===== config.mk =====
export PLATFORM = sky130hd
export DESIGN_NAME = sps_sequencer
export DESIGN_NICKNAME = d
export VERILOG_FILES = /design/src/rtl/sps_pkg.sv /design/src/rtl/sps_start_ctl.sv /design/src/rtl/sps_token_chain.sv /design/src/rtl/sps_strobe_decode.sv /design/src/rtl/sps_sequencer.sv
export SDC_FILE = /design/constraint.sdc
export NUM_CORES = 1
export LEC_CHECK = 0
export ABC_AREA = 0
export BUFFER_PORTS_ARGS = -buffer_cell sky130_fd_sc_hd__buf_2
export CELL_PAD_IN_SITES_DETAIL_PLACEMENT = 0
export CELL_PAD_IN_SITES_GLOBAL_PLACEMENT = 1
export CORE_ASPECT_RATIO = 0.9
export CORE_MARGIN = 10
export CORE_UTILIZATION = 36
export DETAILED_ROUTE_END_ITERATION = 7
export PLACE_DENSITY = 0.81
export RECOVER_POWER = 50
export SYNTH_ARGS = -nofsm -noshare
export SYNTH_HDL_FRONTEND = slang
export SYNTH_SLANG_ARGS = --single-unit

===== constraint.sdc =====
create_clock -name clk -period 2.1 [get_ports clk]
set_clock_uncertainty 0.05 [all_clocks]
set_input_delay 0.21 -clock clk [delete_from_list [all_inputs] [get_ports clk]]
set_output_delay 0.21 -clock clk [all_outputs]
set_load 0.01 [all_outputs]

===== src/rtl/sps_pkg.sv =====
package sps_pkg;

  localparam int unsigned COLOURS = 3;

  typedef struct packed {
    logic dir_right;
    logic simul;
  } scan_cfg_t;

  // Colour slot fired by phase k in sequential mode for a given direction.
  function automatic int unsigned seq_slot(input int unsigned k, input logic dir_right);
    return dir_right ? k : (COLOURS - 1 - k);
  endfunction

endpackage


===== src/rtl/sps_start_ctl.sv =====
module sps_start_ctl
  import sps_pkg::*;
(
  input  logic      clk,
  input  logic      rst,
  input  logic      dir_in,
  input  logic      mode_in,
  input  logic      start_r,
  input  logic      start_l,
  input  logic      busy,
  output scan_cfg_t cfg,
  output logic      trig
);

  scan_cfg_t cfg_q;
  logic      prev_q;
  logic      act;

  always_comb begin
    if (busy) begin
      cfg = cfg_q;
    end else begin
      cfg.dir_right = dir_in;
      cfg.simul     = (mode_in === 1'b1);
    end
    act  = cfg.dir_right ? start_r : start_l;
    trig = act & ~prev_q & ~busy;
  end

  always_ff @(posedge clk) begin
    if (rst) begin
      cfg_q  <= '0;
      prev_q <= 1'b0;
    end else begin
      cfg_q  <= cfg;
      prev_q <= act;
    end
  end


  cfg_hold_chk: assert property (@(posedge clk) disable iff (rst)
    (busy && $past(busy)) |-> (cfg == $past(cfg)));


  no_trig_busy_chk: assert property (@(posedge clk) disable iff (rst)
    busy |-> !trig);

endmodule


===== src/rtl/sps_token_chain.sv =====
module sps_token_chain
  import sps_pkg::*;
#(
  parameter int unsigned N_GROUPS = 160
) (
  input  logic                clk,
  input  logic                rst,
  input  logic                trig,
  input  scan_cfg_t           cfg,
  input  logic [2:0]          ph_en,
  output logic [N_GROUPS-1:0] token,
  output logic                busy,
  output logic                last_adv
);

  localparam logic [N_GROUPS-1:0] FIRST_LO = N_GROUPS'(1);
  localparam logic [N_GROUPS-1:0] FIRST_HI = FIRST_LO << (N_GROUPS - 1);

  logic [N_GROUPS-1:0] token_q;
  logic                adv;
  logic                at_end;

  always_comb begin
    adv      = cfg.simul ? ph_en[0] : ph_en[COLOURS-1];
    at_end   = cfg.dir_right ? token_q[N_GROUPS-1] : token_q[0];
    busy     = |token_q;
    last_adv = busy & adv & at_end;
    token    = token_q;
  end

  always_ff @(posedge clk) begin
    if (rst) begin
      token_q <= '0;
    end else if (trig) begin
      token_q <= cfg.dir_right ? FIRST_LO : FIRST_HI;
    end else if (busy && adv) begin
      token_q <= cfg.dir_right ? (token_q << 1) : (token_q >> 1);
    end
  end


  token_onehot_chk: assert property (@(posedge clk) disable iff (rst)
    $onehot0(token_q));


  token_hold_chk: assert property (@(posedge clk) disable iff (rst)
    (busy && !adv) |=> $stable(token_q));

endmodule


===== src/rtl/sps_strobe_decode.sv =====
module sps_strobe_decode
  import sps_pkg::*;
#(
  parameter int unsigned N_GROUPS = 160
) (
  input  logic                        clk,
  input  logic                        rst,
  input  logic [N_GROUPS-1:0]         token,
  input  scan_cfg_t                   cfg,
  input  logic [2:0]                  ph_en,
  output logic [COLOURS*N_GROUPS-1:0] strobe
);

  localparam int unsigned N_CH = COLOURS * N_GROUPS;

  logic [COLOURS-1:0] fire;
  logic [N_CH-1:0]    strobe_d;
  logic [N_CH-1:0]    strobe_q;

  // Per-slot fire condition shared by all groups.
  always_comb begin
    fire = '0;
    for (int unsigned k = 0; k < COLOURS; k++) begin
      if (cfg.simul) begin
        fire[k] = ph_en[0];
      end else begin
        fire[seq_slot(k, cfg.dir_right)] = ph_en[k];
      end
    end
  end

  for (genvar g = 0; g < N_GROUPS; g++) begin : g_grp
    for (genvar c = 0; c < COLOURS; c++) begin : g_col
      assign strobe_d[COLOURS*g + c] = token[g] & fire[c];
    end
  end

  always_ff @(posedge clk) begin
    if (rst) strobe_q <= '0;
    else     strobe_q <= strobe_d;
  end

  assign strobe = strobe_q;


  strobe_count_chk: assert property (@(posedge clk) disable iff (rst)
    $countones(strobe_q) <= COLOURS);


  strobe_reset_chk: assert property (@(posedge clk)
    rst |=> (strobe_q == '0));


  strobe_idle_chk: assert property (@(posedge clk) disable iff (rst)
    (token == '0) |=> (strobe_q == '0));

endmodule


===== src/rtl/sps_sequencer.sv =====
module sps_sequencer
  import sps_pkg::*;
#(
  parameter int unsigned N_GROUPS = 160
) (
  input  logic                        clk,
  input  logic                        rst,
  input  logic                        dir_right,
  input  logic                        simul_mode,
  input  logic [2:0]                  ph_en,
  input  logic                        start_r_in,
  input  logic                        start_l_in,
  output logic                        carry_r_out,
  output logic                        carry_l_out,
  input  logic                        bank_sel,
  output logic                        bank1_sample,
  output logic                        bank2_sample,
  output logic [COLOURS*N_GROUPS-1:0] strobe
);

  scan_cfg_t           cfg;
  logic                trig;
  logic                busy;
  logic                last_adv;
  logic [N_GROUPS-1:0] token;
  logic                carry_r_q, carry_l_q;
  logic                bank1_q, bank2_q;

  sps_start_ctl i_start (
    .clk     (clk),
    .rst     (rst),
    .dir_in  (dir_right),
    .mode_in (simul_mode),
    .start_r (start_r_in),
    .start_l (start_l_in),
    .busy    (busy),
    .cfg     (cfg),
    .trig    (trig)
  );

  sps_token_chain #(.N_GROUPS(N_GROUPS)) i_chain (
    .clk      (clk),
    .rst      (rst),
    .trig     (trig),
    .cfg      (cfg),
    .ph_en    (ph_en),
    .token    (token),
    .busy     (busy),
    .last_adv (last_adv)
  );

  sps_strobe_decode #(.N_GROUPS(N_GROUPS)) i_decode (
    .clk    (clk),
    .rst    (rst),
    .token  (token),
    .cfg    (cfg),
    .ph_en  (ph_en),
    .strobe (strobe)
  );

  always_ff @(posedge clk) begin
    if (rst) begin
      carry_r_q <= 1'b0;
      carry_l_q <= 1'b0;
    end else begin
      carry_l_q <= last_adv & cfg.dir_right;
      carry_r_q <= last_adv & ~cfg.dir_right;
    end
  end

  // Bank select is not reset: it follows its input at all times.
  always_ff @(posedge clk) begin
    bank1_q <= bank_sel;
    bank2_q <= ~bank_sel;
  end

  assign carry_r_out  = carry_r_q;
  assign carry_l_out  = carry_l_q;
  assign bank1_sample = bank1_q;
  assign bank2_sample = bank2_q;


  carry_excl_chk: assert property (@(posedge clk) disable iff (rst)
    !(carry_r_q && carry_l_q));


  carry_pulse_chk: assert property (@(posedge clk) disable iff (rst)
    (carry_r_q || carry_l_q) |=> !(carry_r_q || carry_l_q));


  bank_follow_chk: assert property (@(posedge clk) disable iff (rst)
    (bank1_q == $past(bank_sel)) && (bank2_q != bank1_q));

endmodule


==> results.md <==
- The flow ran to the end, but the final reports show violations.
- The final reports fail on setup timing.
- The worst pin sits at a relative slew slack of 55.5%.
- Along the worst path, the maximum fanout reaches 8.
- The longest clock path from root to sink contains 3 buffers.
- Clock-pin slew was measured on the worst setup and hold paths at 0.06 ns.
- Setup slack on the critical path of the routed design comes to -0.516 ns.
- The cell with the biggest individual delay on the critical path is sky130_fd_sc_hd__dfxtp_2.
- The uppermost layer routed is met5.
- The flip-flop and latch count after synthesis is 647.
- The final number of setup-violating endpoints is 644.
- In this run, distinct cell masters in the synthesized netlist total 29.
- STA classifies the critical path endpoint as a flop.
- The fraction of final layout cells sized beyond drive strength 1 is 29.0%.
- The class of the worst hold path is primary input to flop.
- The total standard cell area after synthesis is 0.0204 mm^2.
- Wire segments on met3 add up to 3.62 mm in the final route.
- TritonCTS built the clock tree.
- The count of standard-cell rows is 82.
- The hold violation count in the final report is 0.
- The sum of overflow across all layers after global routing is 0.
- After layout, the design draws a total of 27,600 uW.
- In this run switching power makes up 23.6% of total power.
- Of the post-synthesis cell area, the dominant cell type holds 63.6%.
- Once detail routing completed, the nets flagged for antenna violations numbered 0.
- The placeable core area is 0.0558 mm^2.
- The clock reaches the later pin of the worst-skew pair after 0.60 ns.
- The max-capacitance violation count is 0.
- The synthesized design spends more area on one cell type than any other, namely sky130_fd_sc_hd__dfxtp_1.
- The sequential fraction of design power is 46.9%.
- After detailed routing, the wire length on met1 is 30.0 mm.
- The routed design could run at a clock period as short as 2.62 ns.
- For this configuration, the core starts out at a cell density of 36.5%.
- The DRC marker count from the first detailed-route iteration is 1,001.
- The worst supply voltage drop on vdd is 635 uV.
- The routed design uses 33.4 mm of met2 wire.
- For this run, the total global-route usage over all layers was measured as 18.8%.
- Including well taps, the total number of placed cells is 3,374.
- The internal power of the cells totals 21,100 uW.
- The combinational share of power is 9.0%.
- The analysis attributes to net switching a power of 6490 uW.
- The layout-stage area growth over the synthesis result is 42.7%.
- The horizontal extent of the die is 271 um.
- Each instance of the synthesized netlist takes up on average 10.1 um^2.
- The pin count of the biggest net entering global routing is 86.
- The via total after detailed routing is 17,100.
- The classification of the worst setup path is flop to flop.
- For this run, the number of Yosys warnings is 0.
- The timing-limited maximum frequency is 382 MHz.
- The signal on the critical path passes through nor4_4, buf_4, nand4_1, nor4_4, buf_4, nand4_1, buf_4, nand3_4, buf_12, buf_12, buf_12, a21oi_1.
- Among all cell types in the netlist, the one instantiated most often is sky130_fd_sc_hd__dfxtp_1.
- The die covers 0.0665 mm^2.
- At the end of the flow, the number of nets in the layout was 2,740.
- The congestion estimate from routability-driven global placement came to 0.815.
- After synthesis, flip-flops and latches occupy 63.6% of the total area.
- After detailed routing, the average wire length per cell comes to 19.4 um.
- After synthesis, the most frequently instantiated cells are 647 x sky130_fd_sc_hd__dfxtp_1, 483 x sky130_fd_sc_hd__nor2_1, 165 x sky130_fd_sc_hd__mux2i_1.
- The final layout contains routed wiring with a total length of 68.5 mm.
- The clock network burns 44.1% of the power.
- Once detailed placement completed, the half-perimeter wirelength came to 47.5 mm.
- The most common flop cell mapped by yosys is sky130_fd_sc_hd__dfxtp_1.
- The kind of start point of the critical path is a flop.
- Counting both buffers and inverters, the worst setup path holds a total of 6.
- 494 I/O pins were placed.
- The number of antenna violations at the first check in global routing was 3.
- In the routed design, unresolved DRC markers number 0.
- The clock tree synthesis step divided the H-tree into 3 levels.
- The first global-routing pass estimated 100 mm of wire.
- TritonCTS created 66 clock buffers.
- Clock tree synthesis found a total of 647 sinks.
- In this run, synthesis inferred 0 flip-flops with an integrated enable.
- The count of mapped cells out of synthesis is 2,014.
- For the pin with the worst max-slew slack, the measured transition is 0.649 ns.
- The delay of the slowest cell on the worst path is 0.34 ns.
- The endpoint arrival time on the critical path is 3.04 ns.
- Sorting the synthesized cells by area gives the leading types as sky130_fd_sc_hd__dfxtp_1 64%, sky130_fd_sc_hd__nor2_1 8.9%, sky130_fd_sc_hd__mux2i_1 8.1%, sky130_fd_sc_hd__a211oi_1 5.8%, sky130_fd_sc_hd__a21oi_1 4.0%.
- After layout, the worst path uses 125% of the clock period.
- The fraction of synthesis flops using an asynchronous set or reset pin is 0%.
- The post-synth net total is 2,024.
- Setup repair after global routing could not meet its margin everywhere.
- The critical path's top delay family is simple AND/OR/NAND/NOR gates.
- The power per cell area is 948 mW/mm^2.
- The reported leakage power is 0.0120 uW.
- The number of iterations in the first detailed-routing pass is 5.
- The die span in y is 246 um.
- The final cell count without fillers is 3,537.
- STA puts the critical path data required time at 2.53 ns.
- The count of buffers added on input and output ports is 493.
- The via count of the first global-routing pass was 17,100.
- The CTS root buffer is sky130_fd_sc_hd__clkbuf_16.
- The final-report max-slew violation count is 0.
- Using the TritonRoute via totals, the vias-per-cell ratio works out to 4.83.
[final cells by class]
cell class                 instances  area (um^2)
fill                            5079        26700
sequential                       647        13000
multi-input combinational       1204         7180
timing repair buffer             807         5680
clock buffer                      92         1950
tap                              756          946
clock inverter                    25          322
inverter                           4         20.0
antenna                            2         5.00
[final timing paths]
| check | from | slack (ns) | depth (start not counted) | end |
|---|---|---|---|---|
| worst min register to register | i_chain.token[15] | 0.59 | 3 | i_decode.strobe[47] |
| worst max register to register | i_chain.token[116] | -0.52 | 12 | i_decode.strobe[238] |
| worst max-delay path | i_chain.token[116] | -0.52 | 12 | i_decode.strobe[238] |
| worst min-delay path | dir_right | 0.05 | 3 | carry_l_out |
[timing repair]
action | CTS | global route
setup endpoints to repair | 645 | 645
setup buffers | 11 | 7
pin swaps | 8 | 6
hold buffers | 4 | 0
endpoints found under the hold margin | 6 | 0
resized for setup | 49 | 105
gates cloned | 7 | 18
[cells by family (layout without fill, tap and decap cells)]
kind of cell           count (synthesis)  count (layout)  share of synthesized area, %
other                                  0               2                             0
AOI/OAI and AO/OA                    330             330                          10.2
buffers and inverters                163             928                          4.04
muxes                                167             167                          8.22
DFF                                  647             647                          63.6
and+or+nand+nor                      707             707                          13.9
[placed cells by master, fill, tap and decap left out, types with 2 or more instances in the layout]
| master | netlist | final |
|---|---|---|
| sky130_fd_sc_hd__nor4_1 | 40 | 30 |
| sky130_fd_sc_hd__clkinv_4 | 0 | 5 |
| sky130_fd_sc_hd__inv_1 | 4 | 3 |
| sky130_fd_sc_hd__buf_16 | 0 | 5 |
| sky130_fd_sc_hd__nand3_4 | 0 | 2 |
| sky130_fd_sc_hd__nor2_2 | 0 | 8 |
| sky130_fd_sc_hd__clkbuf_1 | 100 | 250 |
| sky130_fd_sc_hd__clkbuf_16 | 0 | 85 |
| sky130_fd_sc_hd__clkinv_2 | 0 | 5 |
| sky130_fd_sc_hd__clkbuf_8 | 0 | 14 |
| sky130_fd_sc_hd__bufinv_16 | 0 | 6 |
| sky130_fd_sc_hd__a21oi_1 | 163 | 86 |
| sky130_fd_sc_hd__buf_6 | 22 | 15 |
| sky130_fd_sc_hd__buf_12 | 0 | 55 |
| sky130_fd_sc_hd__nor2_1 | 483 | 475 |
| sky130_fd_sc_hd__nor3b_1 | 2 | 2 |
| sky130_fd_sc_hd__mux2i_1 | 165 | 164 |
| sky130_fd_sc_hd__dfxtp_1 | 647 | 638 |
| sky130_fd_sc_hd__inv_6 | 0 | 5 |
| sky130_fd_sc_hd__a211oi_1 | 158 | 137 |
| sky130_fd_sc_hd__nor4_4 | 2 | 4 |
| sky130_fd_sc_hd__nor4_2 | 0 | 8 |
| sky130_fd_sc_hd__dlygate4sd3_1 | 0 | 4 |
| sky130_fd_sc_hd__nand2_1 | 164 | 164 |
| sky130_fd_sc_hd__clkinvlp_4 | 0 | 5 |
| sky130_fd_sc_hd__dfxtp_2 | 0 | 8 |
| sky130_fd_sc_hd__mux2_8 | 0 | 2 |
| sky130_fd_sc_hd__buf_4 | 0 | 216 |
| sky130_fd_sc_hd__a21oi_2 | 0 | 77 |
| sky130_fd_sc_hd__diode_2 | 0 | 2 |
| sky130_fd_sc_hd__a211oi_2 | 0 | 21 |
| sky130_fd_sc_hd__nand4_1 | 11 | 11 |
| sky130_fd_sc_hd__buf_2 | 37 | 252 |
| sky130_fd_sc_hd__buf_8 | 0 | 3 |
[flip-flops by register name, indices dropped and copies added, names as in the netlist]
name and flops:
i_chain.token 160, bank1_sample 1, i_decode.strobe 480, i_start.cfg_q 2, carry_l_out 1, bank2_sample 1, i_start.prev_q 1, carry_r_out 1
[power by group through the flow]
| stage | registers [uW] | logic (uW) | clock network [uW] |
|---|---|---|---|
| after global routing | 12900 | 2690 | 12900 |
| after detailed placement | 13200 | 2210 | 0 |
| final | 12900 | 2480 | 12200 |
| after floorplan | 13300 | 891 | 0 |
| after CTS | 12900 | 2360 | 12400 |
| after global placement | 13200 | 2170 | 0 |
[per-stage QoR]
stage	hold WS [ns]	area, um^2	worst slack [ns]	util, %	setup TNS [ns]
floorplan	0.188	20500	-0.135	-	-57.91
global placement	0.277	25700	-0.828	46.0	-466.69
detailed placement	0.278	25700	-0.912	46.0	-490.17
CTS	0.0146	28500	-0.581	51.1	-324.45
global route	0.0477	29100	-0.622	52.1	-349.08
finish	0.0467	29100	-0.516	52.1	-272.29
[tightest hold or removal path, stage by stage]
cell	delay, ns
sky130_fd_sc_hd__buf_2	0.17
sky130_fd_sc_hd__mux2i_4	0.16
sky130_fd_sc_hd__nor3b_1	0.09
[routing by layer]
metal | vias to the layer above | track usage [%]
met5 | - | 0
met4 | 2 | 5.93
met3 | 103 | 4.40
met2 | 447 | 32.1
met1 | 8300 | 23.4
li1 | 8229 | -
(Power assumes the default switching activity.)
